$ cat config.mk
export PLATFORM = sky130hd
export DESIGN_NAME = trig_match
export DESIGN_NICKNAME = d
export VERILOG_FILES = /design/src/rtl/trig_pkg.sv /design/src/rtl/trig_cond_cell.sv /design/src/rtl/trig_cfg_regs.sv /design/src/rtl/trig_match.sv
export SDC_FILE = /design/constraint.sdc
export NUM_CORES = 1
export LEC_CHECK = 0
export ABC_CLOCK_PERIOD_IN_PS = 2270
export BUFFER_PORTS_ARGS = -buffer_cell sky130_fd_sc_hd__clkbuf_2
export CAP_MARGIN = 20
export CORE_ASPECT_RATIO = 1.1
export CORE_UTILIZATION = 58
export CTS_CLUSTER_SIZE = 8
export DETAILED_ROUTE_END_ITERATION = 8
export HOLD_SLACK_MARGIN = 0.06
export PLACE_DENSITY = 0.86
export SLEW_MARGIN = 30
export SYNTH_ARGS = -nofsm -noshare
export SYNTH_HDL_FRONTEND = slang
export SYNTH_SLANG_ARGS = --single-unit
export TNS_END_PERCENT = 5
$ cat constraint.sdc
create_clock -name clk -period 2.27 [get_ports clk]
set_input_delay 0.227 -clock clk [delete_from_list [all_inputs] [get_ports clk]]
set_output_delay 0.227 -clock clk [all_outputs]
set_load 0.01 [all_outputs]
$ cat src/rtl/trig_pkg.sv
package trig_pkg;

    localparam int COND_W = 3;

    localparam logic [COND_W-1:0] C_ANY    = 3'd0;
    localparam logic [COND_W-1:0] C_LOW    = 3'd1;
    localparam logic [COND_W-1:0] C_HIGH   = 3'd2;
    localparam logic [COND_W-1:0] C_RISE   = 3'd3;
    localparam logic [COND_W-1:0] C_FALL   = 3'd4;
    localparam logic [COND_W-1:0] C_EITHER = 3'd5;

    typedef enum logic [1:0] {
        S_IDLE  = 2'd0,
        S_WATCH = 2'd1,
        S_DONE  = 2'd2
    } arm_state_e;

endpackage

$ cat src/rtl/trig_cond_cell.sv
module trig_cond_cell
    import trig_pkg::*;
(
    input  logic [COND_W-1:0] cond,
    input  logic              cur,
    input  logic              prev,
    input  logic              prev_ok,
    output logic              met
);
    always_comb begin
        unique case (cond)
            C_LOW:    met = ~cur;
            C_HIGH:   met = cur;
            C_RISE:   met = prev_ok & cur & ~prev;
            C_FALL:   met = prev_ok & ~cur & prev;
            C_EITHER: met = prev_ok & (cur ^ prev);
            default:  met = 1'b1;   // masked, including spare codes
        endcase
    end
endmodule

$ cat src/rtl/trig_cfg_regs.sv
module trig_cfg_regs
    import trig_pkg::*;
#(
    parameter int NSRC = 9,
    parameter int AW   = 4
) (
    input  logic                        clk,
    input  logic                        rst_n,
    input  logic                        we,
    input  logic [AW-1:0]               addr,
    input  logic [COND_W-1:0]           data,
    output logic [NSRC-1:0][COND_W-1:0] cond,
    output logic                        pol_low
);
    for (genvar g = 0; g < NSRC; g++) begin : g_reg
        always_ff @(posedge clk or negedge rst_n) begin
            if (!rst_n)
                cond[g] <= C_ANY;
            else if (we && addr == AW'(g))
                cond[g] <= data;
        end
    end

    always_ff @(posedge clk or negedge rst_n) begin
        if (!rst_n)
            pol_low <= 1'b0;
        else if (we && addr == AW'(NSRC))
            pol_low <= data[0];
    end
endmodule

$ cat src/rtl/trig_match.sv
module trig_match
    import trig_pkg::*;
#(
    parameter int NCH = 8,
    localparam int NSRC = NCH + 1,
    localparam int AW = $clog2(NCH + 2)
) (
    input  logic              clk,
    input  logic              rst_n,
    input  logic              arm,
    input  logic [NCH-1:0]    ch_in,
    input  logic              ext_in,
    input  logic              cfg_we,
    input  logic [AW-1:0]     cfg_addr,
    input  logic [COND_W-1:0] cfg_data,
    output logic              trig_hit,
    output logic              trig_out
);
    logic [NSRC-1:0][COND_W-1:0] cond;
    logic                        pol_low;
    logic [NSRC-1:0]             src, src_prev, met;
    arm_state_e                  state_q, state_d;
    logic                        hit_c;

    assign src = {ext_in, ch_in};

    trig_cfg_regs #(.NSRC(NSRC), .AW(AW)) u_cfg (
        .clk(clk), .rst_n(rst_n), .we(cfg_we), .addr(cfg_addr),
        .data(cfg_data), .cond(cond), .pol_low(pol_low)
    );

    always_ff @(posedge clk or negedge rst_n) begin
        if (!rst_n) src_prev <= '0;
        else        src_prev <= src;
    end

    for (genvar g = 0; g < NSRC; g++) begin : g_cell
        trig_cond_cell u_cell (
            .cond(cond[g]), .cur(src[g]), .prev(src_prev[g]),
            .prev_ok(state_q == S_WATCH), .met(met[g])
        );
    end

    assign hit_c = arm && (state_q != S_DONE) && (&met);

    // state register
    always_ff @(posedge clk or negedge rst_n) begin
        if (!rst_n) state_q <= S_IDLE;
        else        state_q <= state_d;
    end

    // next state
    always_comb begin
        state_d = state_q;
        unique case (state_q)
            S_IDLE:  state_d = !arm ? S_IDLE : (hit_c ? S_DONE : S_WATCH);
            S_WATCH: state_d = !arm ? S_IDLE : (hit_c ? S_DONE : S_WATCH);
            S_DONE:  state_d = !arm ? S_IDLE : S_DONE;
            default: state_d = S_IDLE;
        endcase
    end

    // outputs
    always_ff @(posedge clk or negedge rst_n) begin
        if (!rst_n) begin
            trig_hit <= 1'b0;
            trig_out <= 1'b0;
        end else begin
            trig_hit <= hit_c;
            trig_out <= hit_c ^ pol_low;
        end
    end
endmodule

Yosys cells after proc, flatten, opt, wreduce, memory -nomap -nowiden
Index checks and enable logic that the tools add are counted.
{ "totals": {"reg_bits": 41, "latch_bits": 0, "ramBits": 0, "mem_bits_ro": 0, "inputBits": 20, "output_inout_bits": 2, "wordCells": 173, "n_memories": 0} }
{ "classes": {"addsub": 0, "multipliers": 0, "n_div": 0, "n_lt_le_gt_ge": 0, "n_eq_ne": 57, "shift": 0, "muxes": 13, "n_bitwise": 73, "n_reduce_logical": 16} }
{ "op_table": {"columns": ["op", "n"], "rows": [
  ["3-bit by 2-bit equality test with 1-bit output (second input constant)", 18],
  ["3-bit equality test (second input constant)", 18],
  ["1-bit AND", 45],
  ["1-bit one-hot mux with 5 select lines", 9],
  ["3-bit by 1-bit equality test with 1-bit output (second input constant)", 9],
  ["1-bit inverter", 18],
  ["4-bit by 3-bit equality test with 1-bit output (second input constant)", 4],
  ["1-bit logical AND", 12],
  ["1-bit XOR", 10],
  ["9-bit AND reduction", 1],
  ["4-bit by 2-bit equality test with 1-bit output (second input constant)", 2],
  ["4-bit equality test (second input constant)", 2],
  ["2-bit 2-to-1 mux", 3],
  ["4-bit by 1-bit equality test with 1-bit output (second input constant)", 1],
  ["4-bit logical NOT", 1],
  ["2-bit one-hot mux with 2 select lines", 1],
  ["2-bit by 1-bit equality test with 1-bit output (second input constant)", 1],
  ["2-bit equality test (second input constant)", 1],
  ["2-bit logical NOT", 1],
  ["2-bit != test (second input constant)", 1],
  ["2-bit OR reduction", 1]
]} }

Depth between registers and ports, before layout
{ "depth": {"depth_word": 9, "depth_mapped": 7, "ltp_nobuf": 6} }

Modules after synthesis
Synthesis repeated with hierarchy kept, for this count alone.
{ "hier_totals": {"cells_unflattened": 168, "hier_area_um2": 2042.0} }
{ "by_module_without_submodules": {"columns": ["mod", "instances", "cells_per_inst", "area_per_inst_um2"], "rows": [
  ["trig_cfg_regs", 1, 72, 1158.6],
  ["trig_cond_cell", 9, 8, 52.6],
  ["trig_match", 1, 24, 410.4]
]} }

Worst setup path before layout
Ideal clock, no wire load.
{ "synth_timing": {"path_type": "reg-to-reg", "start": "register state_q[1]", "end": "register trig_out", "setup_ns": 0.079, "arrival_time_ns": 1.613, "required_ns": 2.191, "path_slack_ns": 0.577, "stages_incl_launch_ff": 8, "n_path_buf": 1, "synth_period_minus_slack_ns": 1.693, "path_cell_list": "dfrtp_1 > buf_6 > nand3b_1 > a211o_1 > o211ai_2 > o211ai_4 > nor4_4 > xor2_1"} }
{ "synth_between": {"elab_chain_cells": 7} }
{ "synth_lines": {"columns": ["item", "line", "source"], "rows": [
  ["start: declaration", "trig_match.sv:22", "arm_state_e state_q, state_d;"],
  ["start signal: assignment", "trig_match.sv:49", "else state_q <= state_d;"],
  ["2-bit by 1-bit equality test with 1-bit output", "trig_match.sv:40", ".prev_ok(state_q == S_WATCH), .met(met[g])"],
  ["1-bit AND, on equally long branches (2 in series)", "trig_cond_cell.sv:15, trig_cond_cell.sv:14", null],
  ["1-bit one-hot mux with 5 select lines", "trig_cond_cell.sv:11", "unique case (cond)"],
  ["9-bit AND reduction", "trig_match.sv:44", "assign hit_c = arm && (state_q != S_DONE) && (&met);"],
  ["1-bit logical AND *", "trig_match.sv:44", null],
  ["net hit_c", "trig_match.sv:23", "logic hit_c;"],
  ["1-bit XOR *", "trig_match.sv:70", "trig_out <= hit_c ^ pol_low;"],
  ["end signal: assignment", "trig_match.sv:70", null],
  ["end: declaration", "trig_match.sv:17", "output logic trig_out"]
]} }
The timed path passes the listed nets; every way through them passes the cells marked *.
A chain may end at the register's enable or synchronous reset.

Worst setup path in the final report
Same ends and word-level chain as after synthesis.

==> out/metrics.cfg <==
[route]
via_count=1567
vias_per_cell=6.12
wire_per_inst_um=17.3
drc=0
drt_wl_total_um=4430
drt_iter0_drc=55
dr.pass1.iters=4
detail-route-antenna-nets=0

[hold_path]
whs_path_depth=2
hold_path_class=in -> reg

[power]
leakagePower_nw=1.04
p_total_mw=2.09
power.density_nw_per_um2=848
max-vdd-ir-drop_v=0.000466

[cts]
cts-root-buf=clkbuf_4
numCtsBuffers=5
ctsHtreeMaxLevel=2
clock-sinks=41
clk-insertion-delay-late_ns=0.36
tritoncts=yes
cts_resized=0
cts_max_path_buffers=2
clk_pin_slew_worst_paths_ns=0.11

[yosys]
ys_ff_latch=41
syn_area_um2=2120
syn-instance-count=172
syn_area_per_cell_um2=12.3
synth_edf_count=0
synthArstFlopShare_pct=100
ys.flop_type=dfrtp_1
synth_nets=192
synth_cell_types=40
ys_warn_count=0
ys_seq_area_share_pct=48.5

[timing]
drv_slew=0
period_share_pct=89.3
final.min_clock_period_ns=2.03
fin_ws_ns=0.242
fin_worst_skew_ns=0.0124
final-setup-viol-count=0
worstMarginPinSlew_ns=0.506
rsz0062_at_grt=false
hold_slack_ns=0.140
setup-tns-final_ns=0
maxSlewHeadroom_pct=66.3
hold_viol=0
max_freq_mhz=493

[critical_path]
crit_end=trig_out
cp.required_ns=2.54
path_max_fanout=16
startpoint_type=flop
ff2ff_path_depth=6
cp_slowest_stage_delay_ns=0.53
worstPathCellList=and2b_2 > a21boi_0 > o31ai_1 > o211ai_2 > nor4_4 > xor2_1
cp-startpoint=state_q[1]
reg2reg_to=trig_out
rrSetupSlack_ns=0.24
slowest_stage=dfrtp_1
cp.arrival_ns=2.30
crit_cells=6
cp_top_family=simple AND/OR/NAND/NOR gates
crit_path_end_kind=flop
worst-setup-path-type=reg -> reg
path_buf_inv=0
rr_startpoint=state_q[1]

[placement]
place_ws_ns=0.279
numPortBuffers=21
finalWeightedCongestion=0.829
place_hpwl_um=3280
dpl-instance-area_um2=2260

[floorplanning]
rows=22
die_x_um=59.6
fp.dieArea_um2=3890
die_y_um=65.3
core-area_um2=3410
start_util_pct=62.0
num_io_pins=22

[grt]
grt_max_degree=42
grt_pass1_wl_um=7550
grt-ovfl-total=0
grt_use_total_pct=26.8
grt_pass1_vias=1653
antenna_found_initial=0

[cells_and_area]
diodes=0
layout.nets=227
final_common_cell=dfrtp_1
area.growth.synth_to_final_pct=16.4
fin_area_um2=2460
mostFrequentLayoutCells=dfrtp_1, mux2_2, clkbuf_2
drive_gt1_share_pct=35.6
nFillCells=266

[run_status]
status=finished, final reports clean

[flow_run]
maxCapViolCount=0

-- layout make-up --
type                       instances  area (um2)  area share [%]
clock buffer                       5        37.5            1.52
clock inverter                     3        65.1            2.64
inverter                           2        7.51           0.305
multi-input combinational        126        1060            43.0
sequential                        41        1030            41.6
tap                               48        60.1            2.44
timing repair buffer              31         208            8.43
-- worst min-delay path by stage --
stage | start | endpoint | slack, ns
3_5_place_dp | ch_in[2] | src_prev[2] | 0.39
2_1_floorplan | rst_n | src_prev[0] | -0.07
4_1_cts | arm | state_q[1] | 0.13
3_3_place_gp | ch_in[4] | src_prev[4] | 0.38
5_1_grt | arm | state_q[1] | 0.13
6_report | arm | state_q[1] | 0.14
-- Yosys cell counts, types with 2 or more instances --
library cell	count	area, um2
a211o_1	5	43.8
a21boi_0	7	52.6
inv_1	2	7.51
nor3b_1	3	22.5
nand3b_1	11	82.6
nor2b_1	3	18.8
mux2_2	29	327
o211ai_2	5	62.6
nand2b_1	3	18.8
dfrtp_1	41	1030
nor2_1	11	41.3
o21ai_0	10	50.1
a21oi_1	2	10.0
a211oi_1	7	52.6
and4bb_2	5	62.6
nand2_1	4	15.0
-- per-stage QoR --
step                      instances  util, %
after floorplan                 172        -
after global placement          238     66.2
after detailed placement        238     66.2
after CTS                       256     72.1
after global routing            256     72.2
final                           256     72.2
-- worst register-to-register path: stages (launching register included) --
cell,delay (ns)
dfrtp_1,0.53
and2b_2,0.34
a21boi_0,0.10
o31ai_1,0.29
o211ai_2,0.18
nor4_4,0.31
xor2_1,0.20
-- registers in the layout, indices dropped and copies added (netlist names) --
signal / flops
u_cfg.cond: 27
src_prev: 9
state_q: 2
trig_hit: 1
trig_out: 1
u_cfg.pol_low: 1
-- cell families after synthesis --
logic type / count (synthesis) / synth area share [%]
compound gates: 45 / 17.2
flops: 41 / 48.5
xor+xnor: 1 / 0.414
simple gates: 50 / 16.6
buf+inv: 5 / 1.42
mux: 30 / 15.9
-- report_power, final --
| group | switching [mW] | internal [mW] | total, mW | leakage (nW) |
|---|---|---|---|---|
| logic | 0.239 | 0.267 | 0.505 | 0.480 |
| registers | 0.140 | 0.863 | 1.00 | 0.500 |
| clock network | 0.240 | 0.341 | 0.581 | 0.0552 |
| total | 0.618 | 1.47 | 2.09 | 1.04 |
-- routing by layer --
metal | vias to the layer above | track usage, % | wire [um]
li1 | 727 | - | -
met4 | 0 | 10.8 | 77
met2 | 41 | 46.5 | 2360
met3 | 8 | 7.48 | 191
met1 | 791 | 30.8 | 1800
met5 | - | 0 | 0
-- timing repair --
item,4_1_cts,5_1_grt
setup buffers,0,0
hold endpoints to repair,50,0
hold buffers,10,0
Power figures use the tool's default switching activity.
